[config.mk]
export PLATFORM = sky130hd
export DESIGN_NAME = qgs_seq_top
export DESIGN_NICKNAME = d
export VERILOG_FILES = /design/src/rtl/qgs_pkg.sv /design/src/rtl/qgs_sync.sv /design/src/rtl/qgs_width_qual.sv /design/src/rtl/qgs_conv_seq.sv /design/src/rtl/qgs_seq_top.sv
export SDC_FILE = /design/constraint.sdc
export NUM_CORES = 1
export LEC_CHECK = 0
export CAP_MARGIN = 20
export CORE_ASPECT_RATIO = 0.7
export CORE_MARGIN = 1.5
export CORE_UTILIZATION = 40
export DETAILED_ROUTE_END_ITERATION = 6
export DONT_BUFFER_PORTS = 1
export SETUP_SLACK_MARGIN = 0.2
export SYNTH_ARGS = -nofsm -noshare
export SYNTH_HDL_FRONTEND = slang
export SYNTH_SLANG_ARGS = --single-unit
[constraint.sdc]
create_clock -name clk -period 2.2 [get_ports clk]
set_input_delay 0.44 -clock clk [delete_from_list [all_inputs] [get_ports clk]]
set_output_delay 0.44 -clock clk [all_outputs]
set_load 0.03 [all_outputs]
[src/rtl/qgs_pkg.sv]
package qgs_pkg;
  typedef enum logic [2:0] {
    ST_IDLE  = 3'd0,
    ST_GATE  = 3'd1,
    ST_CONV  = 3'd2,
    ST_CLEAR = 3'd3,
    ST_LOCK  = 3'd4
  } seq_state_e;
endpackage

[src/rtl/qgs_sync.sv]
module qgs_sync (
  input  logic clk,
  input  logic rst_n,
  input  logic async_in,
  output logic sync_out
);
  logic meta_q;

  always_ff @(posedge clk or negedge rst_n) begin
    if (!rst_n) begin
      meta_q   <= 1'b0;
      sync_out <= 1'b0;
    end else begin
      meta_q   <= async_in;
      sync_out <= meta_q;
    end
  end
endmodule

[src/rtl/qgs_width_qual.sv]
module qgs_width_qual #(
  parameter int MINW_CYC = 3,
  localparam int CW = $clog2(MINW_CYC + 1)
) (
  input  logic clk,
  input  logic rst_n,
  input  logic level,
  output logic qual
);
  logic [CW-1:0] run_q;

  always_ff @(posedge clk or negedge rst_n) begin
    if (!rst_n) run_q <= '0;
    else if (!level) run_q <= '0;
    else if (run_q != CW'(MINW_CYC)) run_q <= run_q + 1'b1;
  end

  assign qual = level && (run_q == CW'(MINW_CYC - 1));


  qual_hist_chk: assert property (@(posedge clk) disable iff (!rst_n)
    qual && (MINW_CYC > 1) |-> $past(level));
endmodule

[src/rtl/qgs_conv_seq.sv]
module qgs_conv_seq #(
  parameter int NCH      = 32,
  parameter int DATA_W   = 12,
  parameter int SLOT_CYC = 36,
  localparam int CH_W  = $clog2(NCH),
  localparam int SL_W  = CH_W - 1,
  localparam int NSLOT = NCH / 2,
  localparam int CY_W  = $clog2(SLOT_CYC)
) (
  input  logic              clk,
  input  logic              rst_n,
  input  logic              go,
  input  logic              kill,
  output logic              done,
  output logic [SL_W-1:0]   mux_sel,
  output logic [1:0]        adc_start,
  input  logic [DATA_W-1:0] adc_data_a,
  input  logic [DATA_W-1:0] adc_data_b,
  output logic              res_valid,
  output logic [CH_W-1:0]   res_chan,
  output logic [DATA_W-1:0] res_data
);
  logic              active_q;
  logic [SL_W-1:0]   slot_q;
  logic [CY_W-1:0]   cyc_q;
  logic              pend_q;
  logic [DATA_W-1:0] hold_b_q;
  logic              slot_end;

  assign slot_end  = active_q && (cyc_q == CY_W'(SLOT_CYC - 1));
  assign done      = slot_end && (slot_q == SL_W'(NSLOT - 1));
  assign mux_sel   = slot_q;
  assign adc_start = (active_q && cyc_q == '0) ? 2'b11 : 2'b00;

  always_ff @(posedge clk or negedge rst_n) begin
    if (!rst_n) begin
      active_q <= 1'b0;
      slot_q   <= '0;
      cyc_q    <= '0;
    end else if (kill) begin
      active_q <= 1'b0;
      slot_q   <= '0;
      cyc_q    <= '0;
    end else if (go) begin
      active_q <= 1'b1;
      slot_q   <= '0;
      cyc_q    <= '0;
    end else if (active_q) begin
      if (slot_end) begin
        cyc_q    <= '0;
        slot_q   <= slot_q + 1'b1;
        active_q <= !done;
      end else begin
        cyc_q <= cyc_q + 1'b1;
      end
    end
  end

  always_ff @(posedge clk or negedge rst_n) begin
    if (!rst_n) begin
      res_valid <= 1'b0;
      res_chan  <= '0;
      res_data  <= '0;
      pend_q    <= 1'b0;
      hold_b_q  <= '0;
    end else if (kill) begin
      res_valid <= 1'b0;
      pend_q    <= 1'b0;
    end else if (slot_end) begin
      res_valid <= 1'b1;
      res_chan  <= {slot_q, 1'b0};
      res_data  <= adc_data_a;
      hold_b_q  <= adc_data_b;
      pend_q    <= 1'b1;
    end else if (pend_q) begin
      res_valid <= 1'b1;
      res_chan  <= res_chan + 1'b1;
      res_data  <= hold_b_q;
      pend_q    <= 1'b0;
    end else begin
      res_valid <= 1'b0;
    end
  end


  start_pair_chk: assert property (@(posedge clk) disable iff (!rst_n)
    (adc_start == 2'b00) || (adc_start == 2'b11));

  sel_stable_chk: assert property (@(posedge clk) disable iff (!rst_n)
    active_q && (cyc_q != '0) |-> $stable(mux_sel));

  chan_step_chk: assert property (@(posedge clk) disable iff (!rst_n)
    res_valid && $past(res_valid) |-> res_chan == $past(res_chan) + 1'b1);
endmodule

[src/rtl/qgs_seq_top.sv]
module qgs_seq_top
  import qgs_pkg::*;
#(
  parameter int NCH      = 32,
  parameter int DATA_W   = 12,
  parameter int SLOT_CYC = 36,
  parameter int DEAD_CYC = 690,
  parameter int MINW_CYC = 3,
  parameter int LOCK_CYC = 60,
  parameter int WIN_W    = 16,
  parameter int RJ_W     = 16,
  localparam int CH_W = $clog2(NCH),
  localparam int SL_W = CH_W - 1,
  localparam int DC_W = $clog2(DEAD_CYC + 1),
  localparam int LC_W = $clog2(LOCK_CYC + 1)
) (
  input  logic              clk,
  input  logic              rst_n,
  input  logic              gate_in,
  input  logic              fclr_in,
  input  logic [WIN_W-1:0]  win_len,
  output logic [SL_W-1:0]   mux_sel,
  output logic [1:0]        adc_start,
  input  logic [DATA_W-1:0] adc_data_a,
  input  logic [DATA_W-1:0] adc_data_b,
  output logic              res_valid,
  output logic [CH_W-1:0]   res_chan,
  output logic [DATA_W-1:0] res_data,
  output logic              busy,
  output logic [RJ_W-1:0]   gate_rejects
);
  seq_state_e       st_q, st_nxt;
  logic             gate_s, gate_d, fclr_s;
  logic             g_rise, g_fall, fc_qual, in_win, abort, go, conv_done;
  logic [WIN_W-1:0] win_q;
  logic [DC_W-1:0]  dead_q;
  logic [LC_W-1:0]  lock_q;

  qgs_sync u_gsync (.clk(clk), .rst_n(rst_n), .async_in(gate_in), .sync_out(gate_s));
  qgs_sync u_fsync (.clk(clk), .rst_n(rst_n), .async_in(fclr_in), .sync_out(fclr_s));

  qgs_width_qual #(.MINW_CYC(MINW_CYC)) u_fqual (
    .clk(clk), .rst_n(rst_n), .level(fclr_s), .qual(fc_qual));

  always_ff @(posedge clk or negedge rst_n) begin
    if (!rst_n) gate_d <= 1'b0;
    else        gate_d <= gate_s;
  end

  assign g_rise = gate_s && !gate_d;
  assign g_fall = !gate_s && gate_d;
  assign in_win = win_q < win_len;
  assign abort  = fc_qual && in_win && (st_q == ST_GATE || st_q == ST_CONV);
  assign go     = (st_q == ST_GATE) && (st_nxt == ST_CONV);

  always_comb begin
    st_nxt = st_q;
    unique case (st_q)
      ST_IDLE:  if (g_rise) st_nxt = ST_GATE;
      ST_GATE:  if (abort) st_nxt = ST_LOCK;
                else if (g_fall) st_nxt = ST_CONV;
      ST_CONV:  if (abort) st_nxt = ST_LOCK;
                else if (conv_done) st_nxt = ST_CLEAR;
      ST_CLEAR: if (dead_q == DC_W'(DEAD_CYC - 1)) st_nxt = ST_IDLE;
      ST_LOCK:  if (lock_q == '0) st_nxt = ST_IDLE;
      default:  st_nxt = ST_IDLE;
    endcase
  end

  always_ff @(posedge clk or negedge rst_n) begin
    if (!rst_n) begin
      st_q <= ST_IDLE;
      busy <= 1'b0;
    end else begin
      st_q <= st_nxt;
      busy <= (st_nxt != ST_IDLE);
    end
  end

  always_ff @(posedge clk or negedge rst_n) begin
    if (!rst_n) begin
      win_q  <= '0;
      dead_q <= '0;
      lock_q <= '0;
    end else begin
      if (st_q == ST_IDLE) win_q <= '0;
      else if (win_q != '1) win_q <= win_q + 1'b1;
      if (go) dead_q <= '0;
      else if (st_q == ST_CONV || st_q == ST_CLEAR) dead_q <= dead_q + 1'b1;
      if (abort) lock_q <= LC_W'(LOCK_CYC - MINW_CYC - 1);
      else if (st_q == ST_LOCK && lock_q != '0) lock_q <= lock_q - 1'b1;
    end
  end

  always_ff @(posedge clk or negedge rst_n) begin
    if (!rst_n) gate_rejects <= '0;
    else if (g_rise && st_q != ST_IDLE && gate_rejects != '1)
      gate_rejects <= gate_rejects + 1'b1;
  end

  qgs_conv_seq #(.NCH(NCH), .DATA_W(DATA_W), .SLOT_CYC(SLOT_CYC)) u_conv (
    .clk(clk), .rst_n(rst_n), .go(go), .kill(abort), .done(conv_done),
    .mux_sel(mux_sel), .adc_start(adc_start),
    .adc_data_a(adc_data_a), .adc_data_b(adc_data_b),
    .res_valid(res_valid), .res_chan(res_chan), .res_data(res_data));


  valid_in_busy_chk: assert property (@(posedge clk) disable iff (!rst_n)
    res_valid |-> busy);

  abort_quiet_chk: assert property (@(posedge clk) disable iff (!rst_n)
    abort |=> !res_valid);

  lock_busy_chk: assert property (@(posedge clk) disable iff (!rst_n)
    st_q == ST_LOCK |-> busy);

  rej_mono_chk: assert property (@(posedge clk) disable iff (!rst_n)
    1'b1 |=> gate_rejects >= $past(gate_rejects));
endmodule

==> impl_metrics.toml, run 1 <==
[cells_and_area]
design_area_mm2 = 0.00653
drive_gt1_share_pct = 26.9
fin_nets = 645
instances_no_fill = 742
area_delta_synth_final_pct = 24.0
fillCellCount = 1107
diodes = 0

[clock_tree]
cts_buffer_depth = 2
clkSlewWorstSetupHoldPaths_ns = 0.08
cts_buffers = 9
cts-htree-levels = 3
cts_tree = "yes"
root_buffer = "clkbuf_16"
clock-sinks = 101
clkLatencyLatePin_ns = 0.34

[synth]
synthXorXnorAreaFrac_pct = 7.32
synthFlopType = "dfrtp_1"
synth.distinct_cells = 52
async_flop_share_pct = 100
ys_ff_latch = 101
syn_area_mm2 = 0.00526
postSynthAreaPerCell_um2 = 10.2
synthCells = 516
synth_top_cell_by_area = "dfrtp_1"
synth_edf_count = 0
syn_nets = 586
synth-seq-area-share_pct = 48.0
synth_top_family_by_area = "simple AND/OR/NAND/NOR gates"
synth_warnings = 0
yosys.area_share.simple_pct = 20.9
yosys-top-cells-area = "dfrtp_1 (48%), ha_1 (6.2%), nand2_1 (6.1%)"
yosysTopAreaCellShare_pct = 48.0
synthMuxAreaShare_pct = 8.06
synthAdderAreaFrac_pct = 6.18
synth-compound-area-share_pct = 5.76

[timing]
rsz0062_at_grt = "true"
slew_violations = 0
slew_headroom_pct = 69.5
finalSetupViolations = 13
max_freq_mhz = 443
worstMarginPinSlew_ns = 0.458
period_share_pct = 103
min_period_ns = 2.26
fin_ws_ns = -0.0592
clock_skew_ns = 0.0108
finalHoldViolCount = 101
hold_slack_ns = -0.202

[route]
drt-total-wl_um = 11400
first_pass_iters = 6
drc = 0
routedWlPerCell_um = 15.4
avgViaCountPerCell = 5.17
postRouteAntennaNets = 0
drtIter0Drc = 115
vias = 3837

[floorplan]
die_w_um = 140
ios = 85
dieArea_mm2 = 0.0139
die-height_um = 99.0
core_region_area_mm2 = 0.0126
start_util_pct = 41.6
rows = 34

[global_routing]
top_usage_layer = "met2"
grt_pass1_wl_um = 19500
first_global_vias = 3933
gr-usage-met3_pct = 5.00
grtUsageMet1_pct = 24.4
grt-ovfl-total = 0
grt_max_degree = 102
antenna_found_initial = 0
grtUsageTotal_pct = 17.6
met2_usage_pct = 27.1

[power_and_ir_drop]
ir_drop_mv = 0.419
powerDensity_mw_per_mm2 = 887
power_leakage_nw = 3.10

[run_status]
status = "complete, but fails checks"
violations = "negative hold slack, negative setup slack"

[hold_path]
hold_class = "input port to asynchronous set/reset pin"

[placement]
dp_hpwl_um = 7980
dpl_cell_area_mm2 = 0.00583
dp.cells = 714
post-place-ws_ns = -0.202
portBuffers = 0
place.gp.congestion = 0.806

[setup_path]
cp-start-kind = "flip-flop"
crit_type = "flip-flop to flip-flop"
crit_arrival_ns = 2.49
cp_cell_sequence = "ha_1 -> nand4_1 -> o311a_4 -> o21ai_2 -> buf_6 -> o21a_4 -> buf_12 -> mux2_4"
crit_path_end_kind = "flip-flop"
path_max_fanout = 8
crit_required_ns = 2.43
cpPeakStageDelay_ns = 0.42
slowest_stage = "o311a_4"

[run]
cap_violations = 0
## registers in the layout, indices dropped and copies added, names as in the netlist
name / count
u_conv.res_valid: 1
u_conv.res_data: 12
win_q: 16
u_conv.pend_q: 1
u_conv.res_chan: 5
u_conv.hold_b_q: 12
u_conv.cyc_q: 6
u_conv.active_q: 1
dead_q: 10
st_q: 3
u_fsync.meta_q: 1
u_fqual.run_q: 2
u_gsync.meta_q: 1
busy: 1
gate_rejects: 16
u_gsync.sync_out: 1
gate_d: 1
u_fsync.sync_out: 1
lock_q: 6
u_conv.mux_sel: 4
## cell usage after synthesis, drive strengths merged (6+ instances only)
cell,number
dfrtp,101
nand2,87
nor2,47
mux2,27
xnor2,27
ha,26
inv,26
nand3,21
a21oi,17
xor2,17
nor3,15
nand4,13
buf,12
o21ai,10
and2,8
nand2b,8
mux2i,6
## placed cells by master (no fill, tap or decap), drive strengths merged, types with 3 or more instances in the layout
cell type and n:
and2 8, nor2b 4, buf 63, or3 4
mux2 27, inv 29, xnor2 27, nand3 21
nor4b 3, ha 26, nor3b 4, clkbuf 9
xor2 17, a21oi 17, dfrtp 101, nand2 88
and4 4, nand2b 8, and3 3, clkinv 3
o21ai 10, nand4 13, mux2i 6, nor2 47
o21a 4, nor3 15
## layer usage
metal / wire length (µm) / share of wire, %
met1: 5650 / 50
met2: 4980 / 44
met3: 615 / 5.4
met4: 144 / 1.3
met5: 0 / 0
## worst paths after layout
kind                       cells after the start  slack [ns]                      from                              to
max                                            8       -0.06      win_q[6]$_DFFE_PN0P_  u_conv.res_data[5]$_DFFE_PN0P_
min                                            0       -0.20                     rst_n           lock_q[4]$_DFFE_PN0P_
max reg2reg                                    8       -0.06      win_q[6]$_DFFE_PN0P_  u_conv.res_data[5]$_DFFE_PN0P_
min reg2reg                                    0        0.36  u_fsync.meta_q$_DFF_PN0_      u_fsync.sync_out$_DFF_PN0_
max in group asynchronous                      0        2.19                     rst_n    u_fqual.run_q[0]$_DFFE_PN0P_
min in group clk                               0        0.13                   fclr_in        u_fsync.meta_q$_DFF_PN0_
## timing repair
item | CTS | global route
setup buffers | 6 | 3
setup endpoints to repair | 59 | 73
cloned | 3 | 0
endpoints found under the hold margin | 101 | 101
gates resized for setup | 31 | 27
pin swaps | 7 | 9
## per-stage QoR
step / utilization [%] / TNS, ns / total power, mW
floorplan: - / 0 / 3.51
global placement: 46.1 / -3.78 / 3.90
detailed placement: 46.1 / -5.22 / 3.95
CTS: 50.5 / -1.22 / 5.72
global route: 51.7 / -1.34 / 6.15
finish: 51.7 / -0.550 / 5.79
## worst max-delay path: cells and delay by family (launching register included)
kind,cells,cell delay (ns)
compound gates,3,0.74
fa+ha+maj,1,0.30
buf+inv,2,0.29
flops,1,0.39
mux,1,0.30
simple gates,1,0.12
## logic make-up after synthesis
kind of cell | after synthesis
buffers and inverters | 42
muxes | 33
adders and majority gates | 26
xor gates and xnor gates | 44
AOI/OAI and AO/OA | 44
and+or+nand+nor | 226
DFF | 101
## area by class of cell
cell class	instances	area, µm²	share of cell area, %
clock buffer	9	225	3.45
clock inverter	7	92.6	1.42
inverter	26	113	1.73
multi-input combinational	374	2830	43.3
sequential	101	2530	38.8
tap	162	203	3.11
timing repair buffer	63	536	8.21
## report_power, final
part	switching (mW)	leakage, nW	internal [mW]
registers	0.364	1.34	2.16
clock network	0.746	0.155	0.912
logic	0.842	1.60	0.761
total	1.95	3.10	3.84
No activity file was read; power rests on OpenSTA's default activity.
==> inputs of run 2 (changes only) <==
--- a/config.mk
+++ b/config.mk
@@ -5,9 +5,9 @@
 export SDC_FILE = /design/constraint.sdc
 export NUM_CORES = 1
 export LEC_CHECK = 0
-export CAP_MARGIN = 20
+export CAP_MARGIN = 10
 export CORE_ASPECT_RATIO = 0.7
-export CORE_MARGIN = 1.5
+export CORE_MARGIN = 4
 export CORE_UTILIZATION = 40
 export DETAILED_ROUTE_END_ITERATION = 6
 export DONT_BUFFER_PORTS = 1
==> impl_metrics.toml, run 2 (same netlist as run 1, synthesis figures left out) <==
[run_status]
status = "complete, but fails checks"
violations = "negative hold slack, negative setup slack"

[timing]
period_share_pct = 103
finalHoldViolCount = 101
fin_ws_ns = -0.0761
min_period_ns = 2.28
rsz0062_at_grt = "true"
max_freq_mhz = 439
worstMarginPinSlew_ns = 0.460
clock_skew_ns = 0.0112
slew_violations = 0
finalSetupViolations = 25
hold_slack_ns = -0.209
slew_headroom_pct = 69.3

[power_and_ir_drop]
powerDensity_mw_per_mm2 = 867
power_leakage_nw = 3.12
ir_drop_mv = 0.451
p_total_mw = 5.74

[cells_and_area]
diodes = 0
drive_gt1_share_pct = 28.8
fillCellCount = 1108
top_regs = "gate_rejects x16, win_q x16"
final_common_cell = "dfrtp_1"
mostFrequentLayoutCells = "dfrtp_1 (99), nand2_1 (81), buf_4 (50)"
area_delta_synth_final_pct = 25.8
fin_nets = 648

[setup_path]
r2r_cells = 8
critical_path_buf_inv_count = 1
crit_required_ns = 2.42
r2r-end = "u_conv.res_chan[1]$_DFFE_PN0P_"
cp_cell_sequence = "ha_1 -> o21a_1 -> nor2_2 -> o311a_1 -> o21ai_4 -> o21a_4 -> buf_12 -> mux2_4"
crit_arrival_ns = 2.50
cpPeakStageDelay_ns = 0.42
crit_path_end_kind = "flip-flop"
cp-start-kind = "flip-flop"
path_max_fanout = 8
crit_type = "flip-flop to flip-flop"
crit_family = "compound AO/OA/AOI/OAI gates"
r2r_start = "win_q[2]$_DFFE_PN0P_"
r2r_slack_ns = -0.08
slowest_stage = "dfrtp_1"

[placement]
portBuffers = 0
dp_hpwl_um = 7870
post-place-ws_ns = -0.302
place.gp.congestion = 0.805

[global_routing]
antenna_found_initial = 0
grt-ovfl-total = 0
first_global_vias = 3806
grt_pass1_wl_um = 19100
grtUsageTotal_pct = 15.4
grt_max_degree = 102

[route]
drt-total-wl_um = 11600
first_pass_iters = 4
drtIter0Drc = 150
avgViaCountPerCell = 5.08
postRouteAntennaNets = 0
drc = 0
vias = 3787
routedWlPerCell_um = 15.6

[hold_path]
hold_class = "input port to asynchronous set/reset pin"

[clock_tree]
cts_tree = "yes"
cts_buffer_depth = 2
clkSlewWorstSetupHoldPaths_ns = 0.07
cts_buffers = 9
clkLatencyLatePin_ns = 0.35
root_buffer = "clkbuf_16"
clock-sinks = 101
cts-htree-levels = 3

[floorplan]
ios = 85
start_util_pct = 41.6
die_w_um = 145
die-height_um = 104
dieArea_mm2 = 0.0151
core_region_area_mm2 = 0.0126
rows = 34

[run]
cap_violations = 0
==> run 2: cell types whose count changed in the layout (fill, tap and decap cells not counted), sizes merged <==
cell and delta:
clkinvlp +1, inv +2, bufinv -1, buf +3
clkinv -2
==> run 2: repair_timing <==
item / CTS / global route
resized for setup: 52 / 29
endpoints found under the setup margin: 63 / 73
pin swaps: 17 / 11
buffers inserted: 4 / 11
hold endpoints to repair: 101 / 101
cloned: 4 / 1
==> run 2: how the worst max path moves through the flow <==
| stage | start | to | slack, ns | cells after the start |
|---|---|---|---|---|
| 6_report | win_q[2]$_DFFE_PN0P_ | u_conv.res_chan[1]$_DFFE_PN0P_ | -0.08 | 8 |
| 5_1_grt | win_q[9]$_DFFE_PN0P_ | u_conv.res_data[3]$_DFFE_PN0P_ | -0.12 | 8 |
| 4_1_cts | win_q[6]$_DFFE_PN0P_ | u_conv.res_chan[1]$_DFFE_PN0P_ | -0.09 | 7 |
| 3_5_place_dp | win_len[1] | u_conv.hold_b_q[1]$_DFFE_PN0P_ | -0.30 | 8 |
| 3_3_place_gp | win_len[1] | u_conv.hold_b_q[2]$_DFFE_PN0P_ | -0.27 | 8 |
| 2_1_floorplan | win_len[11] | u_conv.res_chan[1]$_DFFE_PN0P_ | 0.02 | 10 |
==> run 2: worst reg2reg max path, stage by stage (launching register included) <==
cell	delay (ns)
dfrtp_1	0.42
ha_1	0.29
o21a_1	0.12
nor2_2	0.06
o311a_1	0.37
o21ai_4	0.21
o21a_4	0.22
buf_12	0.15
mux2_4	0.30
==> run 2: power breakdown <==
part / switching (mW) / leakage (nW) / internal (mW) / total, mW
Combinational: 0.888 / 1.64 / 0.795 / 1.68
Sequential: 0.345 / 1.34 / 2.16 / 2.51
Clock: 0.751 / 0.139 / 0.794 / 1.54
Total: 1.98 / 3.12 / 3.75 / 5.74
==> run 2: through the flow <==
step           std cells  utilization [%]  setup TNS [ns]  area, µm²
2_1_floorplan        516                -               0       5330
4_1_cts              733             50.8           -1.59       6420
3_3_place_gp         709             45.9           -6.95       5790
3_5_place_dp         709             45.9           -9.04       5790
5_1_grt              745             52.4           -2.67       6620
6_report             745             52.4           -1.14       6620
==> run 2: final cells by class <==
cell class / count / area [µm²] / share of cell area (%)
sequential: 101 / 2530 / 38.2
tap: 162 / 203 / 3.06
timing repair buffer: 66 / 603 / 9.11
inverter: 26 / 113 / 1.70
clock buffer: 9 / 225 / 3.40
clock inverter: 7 / 62.6 / 0.945
multi-input combinational: 374 / 2880 / 43.6
==> run 2: routing by layer <==
metal | global-route usage [%] | part of all wire (%) | up-vias
li1 | - | - | 1868
met1 | 21.7 | 49 | 1815
met2 | 22.9 | 44 | 94
met3 | 5.31 | 6.1 | 10
met4 | 3.79 | 0.90 | 0
met5 | 0 | 0 | -
